<file path="src/rtl/ctrlreg_pkg.sv">
package ctrlreg_pkg;

    localparam int XLEN      = 64;
    localparam int NUM_SLOTS = 32;
    localparam int SLOT_W    = $clog2(NUM_SLOTS);

    typedef logic [XLEN-1:0] word_t;

    typedef enum logic [SLOT_W-1:0] {
        SL_SCR0    = 5'd0,  SL_SCR1    = 5'd1,  SL_SCR2   = 5'd2,  SL_SCR3    = 5'd3,
        SL_SCR4    = 5'd4,  SL_SCR5    = 5'd5,  SL_SCR6   = 5'd6,  SL_SCR7    = 5'd7,
        SL_HBASE   = 5'd8,  SL_MISC    = 5'd9,  SL_EXCADR = 5'd10, SL_TRAPREQ = 5'd11,
        SL_TRAPEN  = 5'd12, SL_CURMODE = 5'd13, SL_ALTMOD = 5'd14, SL_INTCTL  = 5'd15,
        SL_PTBASE  = 5'd16, SL_CTEST   = 5'd17, SL_CMODE  = 5'd18, SL_ISPACE  = 5'd19,
        SL_DSPACE  = 5'd20, SL_EXCSUM  = 5'd21, SL_EXCMSK = 5'd22, SL_INTID   = 5'd23,
        SL_MMSTAT  = 5'd24, SL_PTETMP  = 5'd25, SL_CYCLE  = 5'd26, SL_INVALL  = 5'd27,
        SL_INVPROC = 5'd28, SL_INVADDR = 5'd29, SL_HWCLR  = 5'd30, SL_SERTX   = 5'd31
    } slot_e;

    typedef enum logic [2:0] {
        K_PLAIN, K_CLEAR, K_RDONLY, K_WRONLY, K_INVALL, K_INVPROC, K_INVADDR, K_CYCLE
    } kind_e;

    typedef struct packed {
        kind_e kind;
        word_t mask;
    } rule_t;

    // pulse vector order: {all, process, address}
    typedef struct packed {
        logic       rd_go;
        logic       cyc_rd;
        logic       wr_go;
        logic       fault;
        logic [2:0] pulse;
        slot_e      slot;
        word_t      wval;
    } access_t;

    localparam word_t ONES = {XLEN{1'b1}};

    function automatic rule_t slot_rule(input slot_e s);
        rule_t r;
        r.kind = K_PLAIN;
        r.mask = ONES;
        case (s)
            SL_EXCADR:               r.mask = ~word_t'(64'h2);
            SL_TRAPREQ, SL_TRAPEN:   r.mask = word_t'(64'hf);
            SL_CURMODE, SL_ALTMOD:   r.mask = word_t'(64'h18);
            SL_INTCTL:               r.mask = word_t'(64'hff_ffff_0300);
            SL_PTBASE:               r.mask = word_t'(64'hffff_ffff_c000_0000);
            SL_CTEST:                r.mask = word_t'(64'h1ffb);
            SL_CMODE:                r.mask = word_t'(64'h3f);
            SL_ISPACE:               r.mask = word_t'(64'h7f0);
            SL_DSPACE:               r.mask = word_t'(64'hfe00_0000_0000_0000);
            SL_EXCSUM, SL_EXCMSK:    r.kind = K_CLEAR;
            SL_INTID, SL_MMSTAT,
            SL_PTETMP:               r.kind = K_RDONLY;
            SL_CYCLE:                r.kind = K_CYCLE;
            SL_INVALL:               r.kind = K_INVALL;
            SL_INVPROC:              r.kind = K_INVPROC;
            SL_INVADDR:              r.kind = K_INVADDR;
            SL_HWCLR, SL_SERTX:      r.kind = K_WRONLY;
            default:                 r.kind = K_PLAIN;
        endcase
        return r;
    endfunction

    function automatic logic kind_readable(input kind_e k);
        return (k == K_PLAIN) || (k == K_CLEAR) || (k == K_RDONLY) || (k == K_CYCLE);
    endfunction

    function automatic word_t reset_val(input slot_e s, input word_t hbase, input word_t cpu_id);
        case (s)
            SL_HBASE: return hbase;
            SL_MISC:  return word_t'(64'h6);
            SL_SCR7:  return cpu_id;
            default:  return '0;
        endcase
    endfunction

endpackage

</file>
<file path="src/rtl/ctrlreg_decode.sv">
module ctrlreg_decode
    import ctrlreg_pkg::*;
#(
    parameter int IDX_W = 6
) (
    input  logic             rd_en_i,
    input  logic             wr_en_i,
    input  logic             squash_i,
    input  logic [IDX_W-1:0] idx_i,
    input  word_t            wdata_i,
    output access_t          acc_o
);

    logic  mapped;
    logic  wr_live;
    rule_t rule;
    slot_e slot;

    assign mapped  = ({1'b0, idx_i} < (IDX_W+1)'(NUM_SLOTS));
    assign wr_live = wr_en_i && !squash_i;
    assign slot    = slot_e'(idx_i[SLOT_W-1:0]);
    assign rule    = slot_rule(slot);

    always_comb begin
        acc_o        = '0;
        acc_o.slot   = slot;
        if (!mapped) begin
            acc_o.fault = rd_en_i || wr_live;
        end else begin
            if (rd_en_i) begin
                if (kind_readable(rule.kind)) begin
                    acc_o.rd_go  = 1'b1;
                    acc_o.cyc_rd = (rule.kind == K_CYCLE);
                end else begin
                    acc_o.fault  = 1'b1;
                end
            end
            if (wr_live) begin
                case (rule.kind)
                    K_RDONLY:  acc_o.fault = 1'b1;
                    K_CLEAR: begin
                        acc_o.wr_go = 1'b1;
                        acc_o.wval  = '0;
                    end
                    K_INVALL: begin
                        acc_o.wr_go = 1'b1;
                        acc_o.wval  = '0;
                        acc_o.pulse = 3'b100;
                    end
                    K_INVPROC: begin
                        acc_o.wr_go = 1'b1;
                        acc_o.wval  = '0;
                        acc_o.pulse = 3'b010;
                    end
                    K_INVADDR: begin
                        acc_o.wr_go = 1'b1;
                        acc_o.wval  = wdata_i;
                        acc_o.pulse = 3'b001;
                    end
                    default: begin
                        acc_o.wr_go = 1'b1;
                        acc_o.wval  = wdata_i & rule.mask;
                    end
                endcase
            end
        end
    end

endmodule

</file>
<file path="src/rtl/ctrlreg_bank.sv">
module ctrlreg_bank
    import ctrlreg_pkg::*;
#(
    parameter word_t HANDLER_BASE = 64'h0,
    parameter word_t CPU_ID       = 64'h0
) (
    input  logic  clk,
    input  logic  rst,
    input  logic  wr_go_i,
    input  slot_e slot_i,
    input  word_t wval_i,
    output word_t regs_o [NUM_SLOTS]
);

    for (genvar g = 0; g < NUM_SLOTS; g++) begin : g_slot
        localparam slot_e ME = slot_e'(SLOT_W'(g));
        always_ff @(posedge clk) begin
            if (rst) begin
                regs_o[g] <= reset_val(ME, HANDLER_BASE, CPU_ID);
            end else if (wr_go_i && (slot_i == ME)) begin
                regs_o[g] <= wval_i;
            end
        end
    end

    AST_EXCADR_BIT1_LOW: assert property (@(posedge clk) disable iff (rst)
        !regs_o[SL_EXCADR][1]);

    AST_MODE_BITS_ONLY: assert property (@(posedge clk) disable iff (rst)
        (regs_o[SL_CURMODE] & ~word_t'(64'h18)) == '0);

    AST_CLEAR_SLOTS_ZERO: assert property (@(posedge clk) disable iff (rst)
        (regs_o[SL_EXCSUM] == '0) && (regs_o[SL_EXCMSK] == '0));

endmodule

</file>
<file path="src/rtl/ctrlreg_tick.sv">
module ctrlreg_tick #(
    parameter int CNT_W = 32
) (
    input  logic             clk,
    input  logic             rst,
    output logic [CNT_W-1:0] count_o
);

    always_ff @(posedge clk) begin
        if (rst) count_o <= '0;
        else     count_o <= count_o + 1'b1;
    end

    AST_TICK_ADVANCES: assert property (@(posedge clk) disable iff (rst)
        !$past(rst) |-> count_o == $past(count_o) + 1'b1);

endmodule

</file>
<file path="src/rtl/ctrl_reg_file.sv">
module ctrl_reg_file
    import ctrlreg_pkg::*;
#(
    parameter int    IDX_W        = 6,
    parameter int    CNT_W        = 32,
    parameter word_t HANDLER_BASE = 64'h0000_0000_0001_0000,
    parameter word_t CPU_ID       = 64'h0
) (
    input  logic             clk,
    input  logic             rst,
    input  logic             rd_en_i,
    input  logic             wr_en_i,
    input  logic             squash_i,
    input  logic [IDX_W-1:0] idx_i,
    input  logic [63:0]      wdata_i,
    output logic [63:0]      rd_data_o,
    output logic             fault_o,
    output logic             flush_all_o,
    output logic             flush_proc_o,
    output logic             flush_addr_o,
    output logic [63:0]      flush_va_o
);

    localparam logic [IDX_W-1:0] IDX_INVALL = IDX_W'(SL_INVALL);
    localparam logic [IDX_W:0]   IDX_LIMIT  = (IDX_W+1)'(NUM_SLOTS);

    access_t          acc;
    word_t            regs [NUM_SLOTS];
    logic [CNT_W-1:0] tick;
    word_t            rd_word;

    ctrlreg_decode #(.IDX_W(IDX_W)) u_dec (
        .rd_en_i  (rd_en_i),
        .wr_en_i  (wr_en_i),
        .squash_i (squash_i),
        .idx_i    (idx_i),
        .wdata_i  (wdata_i),
        .acc_o    (acc)
    );

    ctrlreg_bank #(.HANDLER_BASE(HANDLER_BASE), .CPU_ID(CPU_ID)) u_bank (
        .clk     (clk),
        .rst     (rst),
        .wr_go_i (acc.wr_go),
        .slot_i  (acc.slot),
        .wval_i  (acc.wval),
        .regs_o  (regs)
    );

    ctrlreg_tick #(.CNT_W(CNT_W)) u_tick (
        .clk     (clk),
        .rst     (rst),
        .count_o (tick)
    );

    always_comb begin
        if (acc.cyc_rd) rd_word = {regs[SL_CYCLE][XLEN-1:CNT_W], tick};
        else            rd_word = regs[acc.slot];
    end

    always_ff @(posedge clk) begin
        if (rst) begin
            rd_data_o    <= '0;
            fault_o      <= 1'b0;
            flush_all_o  <= 1'b0;
            flush_proc_o <= 1'b0;
            flush_addr_o <= 1'b0;
        end else begin
            rd_data_o    <= acc.rd_go ? rd_word : '0;
            fault_o      <= acc.fault;
            flush_all_o  <= acc.pulse[2];
            flush_proc_o <= acc.pulse[1];
            flush_addr_o <= acc.pulse[0];
        end
    end

    assign flush_va_o = regs[SL_INVADDR];

    AST_ONE_STROBE: assert property (@(posedge clk) disable iff (rst)
        !(rd_en_i && wr_en_i));

    AST_IDLE_READ_ZERO: assert property (@(posedge clk) disable iff (rst)
        !rd_en_i |=> rd_data_o == '0);

    AST_PULSE_ONEHOT: assert property (@(posedge clk) disable iff (rst)
        $onehot0({flush_all_o, flush_proc_o, flush_addr_o}));

    AST_FLUSH_ALL_CAUSE: assert property (@(posedge clk) disable iff (rst)
        flush_all_o |-> $past(wr_en_i && !squash_i && idx_i == IDX_INVALL));

    AST_SQUASH_QUIET: assert property (@(posedge clk) disable iff (rst)
        (wr_en_i && squash_i) |=> !fault_o && !flush_all_o && !flush_proc_o && !flush_addr_o);

    AST_UNMAPPED_FAULT: assert property (@(posedge clk) disable iff (rst)
        (rd_en_i && ({1'b0, idx_i} >= IDX_LIMIT)) |=> fault_o);

    AST_FAULT_HAS_CAUSE: assert property (@(posedge clk) disable iff (rst)
        fault_o |-> $past(rd_en_i || (wr_en_i && !squash_i)));

endmodule

</file>
<file path="config.mk">
export PLATFORM = sky130hd
export DESIGN_NAME = ctrl_reg_file
export DESIGN_NICKNAME = d
export VERILOG_FILES = /design/src/rtl/ctrlreg_pkg.sv /design/src/rtl/ctrlreg_decode.sv /design/src/rtl/ctrlreg_bank.sv /design/src/rtl/ctrlreg_tick.sv /design/src/rtl/ctrl_reg_file.sv
export SDC_FILE = /design/constraint.sdc
export NUM_CORES = 2
export LEC_CHECK = 0
export BUFFER_PORTS_ARGS = -buffer_cell sky130_fd_sc_hd__buf_2
export CAP_MARGIN = 5
export CORE_MARGIN = 8
export CORE_UTILIZATION = 40
export CTS_CLUSTER_SIZE = 14
export DETAILED_ROUTE_END_ITERATION = 8
export SETUP_SLACK_MARGIN = 0.4
export SYNTH_ARGS = -nofsm -noshare
export SYNTH_HDL_FRONTEND = slang
export SYNTH_SLANG_ARGS = --single-unit
</file>
<file path="constraint.sdc">
create_clock -name clk -period 2 [get_ports clk]
set_input_delay 0.1 -clock clk [delete_from_list [all_inputs] [get_ports clk]]
set_output_delay 0.1 -clock clk [all_outputs]
set_load 0.01 [all_outputs]
</file>
=== Yosys cells after proc, flatten, opt, wreduce, memory -nomap -nowiden ===
Index checks and enable logic that the tools add are counted.

* Register bits: 2148
* Logic and storage cells: 150

* $lt $le $gt $ge: 2
* Add/sub/neg operators: 1
* Bitwise operators: 5
* Reduce and logical (&&, ||, !) cells: 48
* Eq/ne operators: 37
* Multiplexer cells: 19

{| class="wikitable"
|+ Operator list
! kind !! count
|-
| case mux 64 bit (9 select lines) || 1
|-
| binary-select mux 64 bit (select 5 bit) || 1
|-
| 2-to-1 mux 64 bit || 5
|-
| case mux 64 bit (2 select lines) || 1
|-
| equality test 5 bit (second input constant) || 16
|-
| bitwise AND 64 bit || 1
|-
| equality test 5 x 4 -> 1 bit (second input constant) || 8
|-
| logical AND 1 bit || 33
|-
| adder 32 x 1 -> 32 bit (second input constant) || 1
|-
| case mux 3 bit (7 select lines) || 1
|-
| equality test 5 x 3 -> 1 bit (second input constant) || 4
|-
| equality test 3 bit (second input constant) || 4
|-
| equality test 5 x 2 -> 1 bit (second input constant) || 2
|-
| OR reduction 2 bit || 5
|-
| case mux 3 bit (3 select lines) || 1
|-
| greater-or-equal comparator 6 bit (second input constant) || 1
|-
| < comparator 6 bit (second input constant) || 1
|-
| inverter 5 -> 6 bit || 1
|-
| OR reduction 3 bit || 2
|-
| equality test 5 x 1 -> 1 bit (second input constant) || 1
|-
| logical NOT 5 bit || 1
|-
| 2-to-1 mux 1 bit || 5
|-
| 2-to-1 mux 5 bit || 1
|-
| logical OR 1 bit || 4
|-
| other kinds (8) || 11
|}

=== Longest topological paths before layout ===
* Word-level depth: 14
* Mapped depth: 10
* Mapped depth without buffers: 6

=== Hierarchy ===
Synthesis repeated with hierarchy kept, for this count alone.

* Cells, all modules: 8733
* Area total of the unflattened synthesis: 99106.3 um^2

{| class="wikitable"
|+ Modules (own cells, without submodules)
! module !! area each (um^2) !! instances !! cells each !! seq. area each (um^2)
|-
| ctrlreg_bank || 78062.4 || 1 || 6887 || 40999.3
|-
| ctrl_reg_file || 18342.6 || 1 || 1463 || 1361.3
|-
| ctrlreg_tick || 1507.7 || 1 || 177 || 640.6
|-
| ctrlreg_decode || 1193.6 || 1 || 206 || 0.0
|}

=== Least setup slack after synthesis ===
OpenSTA, ideal clock, no wires.

* Kind: in2reg
* From: input idx_i[0]
* To: register rd_data_o[10]
* Arrival time: 1.905 ns
* Library setup time: 0.123 ns
* Setup slack: -0.028 ns
* Data required time: 1.877 ns
* Stages: 8
* Path buffers: 4
* Cell sequence: buf_2 -> buf_4 -> buf_2 -> buf_1 -> mux4_2 -> mux4_2 -> nand3_1 -> nand3_1

* Longest elaborated chain between the ends: 12

{| class="wikitable"
|+ Ends and longest elaborated chain
! element !! RTL line !! source
|-
| start, declared || ctrl_reg_file.sv:14 || <nowiki>input logic [IDX_W-1:0] idx_i,</nowiki>
|-
| equality test 5 bit || ctrlreg_pkg.sv:46 || <nowiki>case (s)</nowiki>
|-
| OR reduction 3 bit or OR reduction 2 bit (tied branches) || ctrlreg_pkg.sv:46 ||
|-
| case mux 3 bit (7 select lines) || ctrlreg_pkg.sv:46 ||
|-
| equality test 3 x 1 -> 1 bit or logical NOT 3 bit (tied branches) || ctrlreg_pkg.sv:70 || <nowiki>return (k == K_PLAIN) || (k == K_CLEAR) || (k == K_RDONLY) || (k == K_CYCLE);</nowiki>
|-
| logical OR 1 bit (3 in series) || ctrlreg_pkg.sv:70 ||
|-
| 2-to-1 mux 2 bit || ctrlreg_decode.sv:31 || <nowiki>if (kind_readable(rule.kind)) begin</nowiki>
|-
| 2-to-1 mux 2 bit || ctrlreg_decode.sv:30 || <nowiki>if (rd_en_i) begin</nowiki>
|-
| 2-to-1 mux 3 bit || ctrlreg_decode.sv:27 || <nowiki>if (!mapped) begin</nowiki>
|-
| inverter 1 bit (no line) || n/a ||
|-
| OR reduction 2 bit (no line) || n/a ||
|-
| end signal, assigned || ctrl_reg_file.sv:69 || <nowiki>rd_data_o <= acc.rd_go ? rd_word : '0;</nowiki>
|-
| end, declared || ctrl_reg_file.sv:16 || <nowiki>output logic [63:0] rd_data_o,</nowiki>
|}

Parallel ways exist; a longest one is shown, timed or not. The select of a mux whose other input is x is not followed.
A chain may end at the register's enable or synchronous reset.

=== Final worst setup path ===
* From: register u_tick.count_o[22]
* To: register u_tick.count_o[29]

* Longest elaborated chain between the ends: 1

{| class="wikitable"
|+ Ends and longest elaborated chain
! element !! RTL line !! source
|-
| start, declared || ctrlreg_tick.sv:6 || <nowiki>output logic [CNT_W-1:0] count_o</nowiki>
|-
| start signal, assigned || ctrlreg_tick.sv:11 || <nowiki>else count_o <= count_o + 1'b1;</nowiki>
|-
| adder 32 x 1 -> 32 bit || ctrlreg_tick.sv:11 ||
|}

Every way passes these cells.

==> summary.txt <==
Worst hold path
  • Hold Path Class: in2reg
  • HP Start: squash_i
  • Min-Delay Endpoint: u_bank.regs_o[141]
  • Hold Path Depth: 7

Final layout
  • Nets: 8809
  • Multi-input logic area: 0.0392 mm2
  • Cell Count, Final, Fillers Out: 11730
  • Fill cells: 18727
  • Final Cell Area: 0.104 mm2
  • Sequential cell area: 0.0432 mm2
  • Syn-to-layout area delta: 21.5%
  • Fraction of layout cells with a size suffix above 1: 0.245

STA
  • Part of the cycle the worst path needs: 0.873
  • Final worst path period need: 1.75 ns
  • Fmax: 0.573 GHz
  • Skew final: 0.0409 ns
  • Final Hold Slack: -0.0284 ns
  • Slew Limit Fails: 0
  • Slew @ Worst Pin: 1.21 ns
  • TNS Setup: 0 ns
  • RSZ-0062 raised after global routing: true
  • Final setup fails: 0
  • Slew Limit Headroom: 0.192
  • Final hold vios: 28

Power
  • Pwr Total: 0.0893 W
  • Pwr Density: 862 mW/mm2
  • Worst VDD drop: 776 uV
  • Leak: 37.2 nW

Synthesis
  • Unique masters post-synth: 69
  • Post-synth top area share: 0.504
  • Post-synthesis cell count: 8462
  • Mapped Nets: 8538
  • Async S/R FF share, synth: 0
  • Sequential fraction of the synthesis area: 0.504
  • Synth area leaders: dfxtp_1 (50%), mux4_2 (16%), nand2_1 (7.9%)
  • Post-synth EDFFs: 0
  • Synthesized area per cell: 10.1 um2
  • Synthesis Warnings: 0
  • Largest area contributor in the netlist: dfxtp_1
  • Synthesized cell area: 0.0853 mm2
  • Ys flop type: dfxtp_1
  • FF+latch count, synth: 2148

GRT
  • First-pass GRT wire length: 447 mm
  • Vias in the first global route: 66585
  • Overflow after GRT: 0
  • Met1 Use GR: 0.337
  • M3 GR Usage: 0.0442
  • GRT busiest layer: met2
  • Initial antenna violation count: 22
  • Met2 GRT Util: 0.417
  • Largest net degree at the start of global routing: 167
  • Total track usage: 0.256

Floorplanning
  • DIE WIDTH: 478 um
  • Die area: 0.228 mm2
  • Starting density of the core: 0.402
  • Placeable Area: 0.212 mm2
  • Die extent in y: 478 um
  • Ports: 207
  • Rows: 169

Setup path
  • CP Data Arrival Time: 2.55 ns
  • CP startpoint: u_tick.count_o[22]
  • Worst-path maximum fanout: 5
  • FF-to-FF End: u_tick.count_o[29]
  • CP required: 2.80 ns
  • Startpoint type of the worst setup path: flip-flop
  • R2r startpoint: u_tick.count_o[22]
  • Worst Setup Path Type: reg2reg
  • Critical Path End Type: flip-flop
  • Reg2reg path depth: 5
  • Slack of the worst reg-to-reg path: 0.25 ns

Run
  • Max Cap Viol: 0

Drt
  • DRC viols: 0
  • ANT nets after route: 0
  • Initial DRC count: 7125
  • DRT Pass-1 Iters: 6
  • Vias: 67080
  • Routed wire length: 304 mm
  • Via/cell ratio: 5.72
  • WL per Instance: 25.9 um

CTS
  • CTS Buf Count: 217
  • Worst skew pair latency: 0.88 ns
  • Clock transition at path regs: 0.06 ns
  • Clock buffer depth: 3
  • H-tree depth: 4
  • CTS tree: yes
  • CTS sink cnt: 2148
  • Clock Root Buffer: clkbuf_16
  • Cts hold-fix bufs: 79

Outcome
  • Failing checks: hold timing
  • Status: complete, but fails checks

Placed design
  • IO Port Bufs: 206
  • Placer Congestion: 0.857
  • Dpl hpwl: 192 mm
  • Placed cell count: 11226
  • DP Area: 0.0940 mm2
[how the worst max path moves through the flow]
stage                               to  slack, ns  cells after the start
finish              u_tick.count_o[29]       0.25                      5
global route        u_tick.count_o[29]       0.19                      5
CTS                      rd_data_o[31]       0.26                      5
detailed placement       rd_data_o[27]      -0.42                      7
global placement         rd_data_o[27]      -0.37                      7
floorplan                rd_data_o[31]       0.24                      7
[power breakdown]
part | total [W] | switching, W | leakage [nW] | internal, W
clock network | 0.0415 | 0.0178 | 3.57 | 0.0237
logic | 0.00503 | 0.00330 | 16.2 | 0.00173
registers | 0.0428 | 0.0000130 | 17.4 | 0.0428
[layout by cell type, fill, tap and decap left out, drive strengths merged, types with 85 or more instances in the layout]
master,instances
nand2,1786
and2,810
buf,844
clkbuf,317
a21oi,1088
mux4,587
nor2b,198
nand4,401
dfxtp,2148
nand3,85
[layer usage]
layer  up-vias  wire [um]
li1      29623          -
met1     33509     123000
met2      3223     142000
met3       719      25300
met4         6      14400
met5         -         43
[critical path, cell delays in order, from the launching register on]
cell	delay [ns]
dfxtp_2	0.38
nand4_1	0.19
nor4b_4	0.30
nand3b_1	0.25
or3_4	0.44
a21oi_2	0.12
[layout make-up]
type / count / share of cell area
Sequential cell: 2148 / 0.417
Multi-Input combinational cell: 5374 / 0.379
Timing Repair Buffer: 925 / 0.0972
Clock buffer: 314 / 0.0607
Tap cell: 2821 / 0.0341
Clock inverter: 78 / 0.00953
Inverter: 67 / 0.00245
Antenna cell: 3 / 0.0000725
[flip-flops by register name, summed over array words and instances (netlist names)]
signal,flops
flush_addr_o,1
u_tick.count_o,32
flush_all_o,1
fault_o,1
u_bank.regs_o,2048
flush_proc_o,1
rd_data_o,64
[metrics by stage]
stage               setup slack [ns]  utilization
finish                         0.254        0.488
global route                   0.193        0.488
CTS                            0.262        0.485
detailed placement            -0.419        0.443
global placement              -0.373        0.443
floorplan                      0.243            -
[timing repair]
| item | CTS | global route |
|---|---|---|
| endpoints found under the hold margin | 1154 | 20 |
| setup endpoints to repair | 106 | 383 |
| setup buffers | 10 | 16 |
| gates resized for setup | 212 | 136 |
| pin swaps | 26 | 35 |
| cloned | 0 | 4 |
[cells by family after synthesis]
logic type | Yosys count | share of synthesized area
adder cells (fa/ha/maj) | 1 | 0.000147
flip-flops | 2148 | 0.504
multiplexers | 679 | 0.167
AND/OR/NAND/NOR | 3445 | 0.201
AO/OA/AOI/OAI | 1225 | 0.0758
XOR/XNOR | 24 | 0.00246
buffers and inverters | 940 | 0.0499
[cells in the mapped netlist, types with 14 or more instances]
| cell | instances |
|---|---|
| a21oi_1 | 1087 |
| a22oi_1 | 36 |
| and2_1 | 806 |
| buf_1 | 28 |
| buf_2 | 210 |
| buf_4 | 95 |
| buf_6 | 14 |
| clkbuf_1 | 526 |
| dfxtp_1 | 2148 |
| inv_1 | 66 |
| mux2_2 | 64 |
| mux2i_1 | 28 |
| mux4_2 | 587 |
| nand2_1 | 1784 |
| nand3_1 | 85 |
| nand4_1 | 400 |
| nor2_1 | 58 |
| nor2_2 | 15 |
| nor2b_1 | 198 |
| nor3_1 | 14 |
| o21ai_0 | 30 |
| o22ai_1 | 34 |
| xnor2_1 | 15 |
Power figures use the tool's default switching activity.
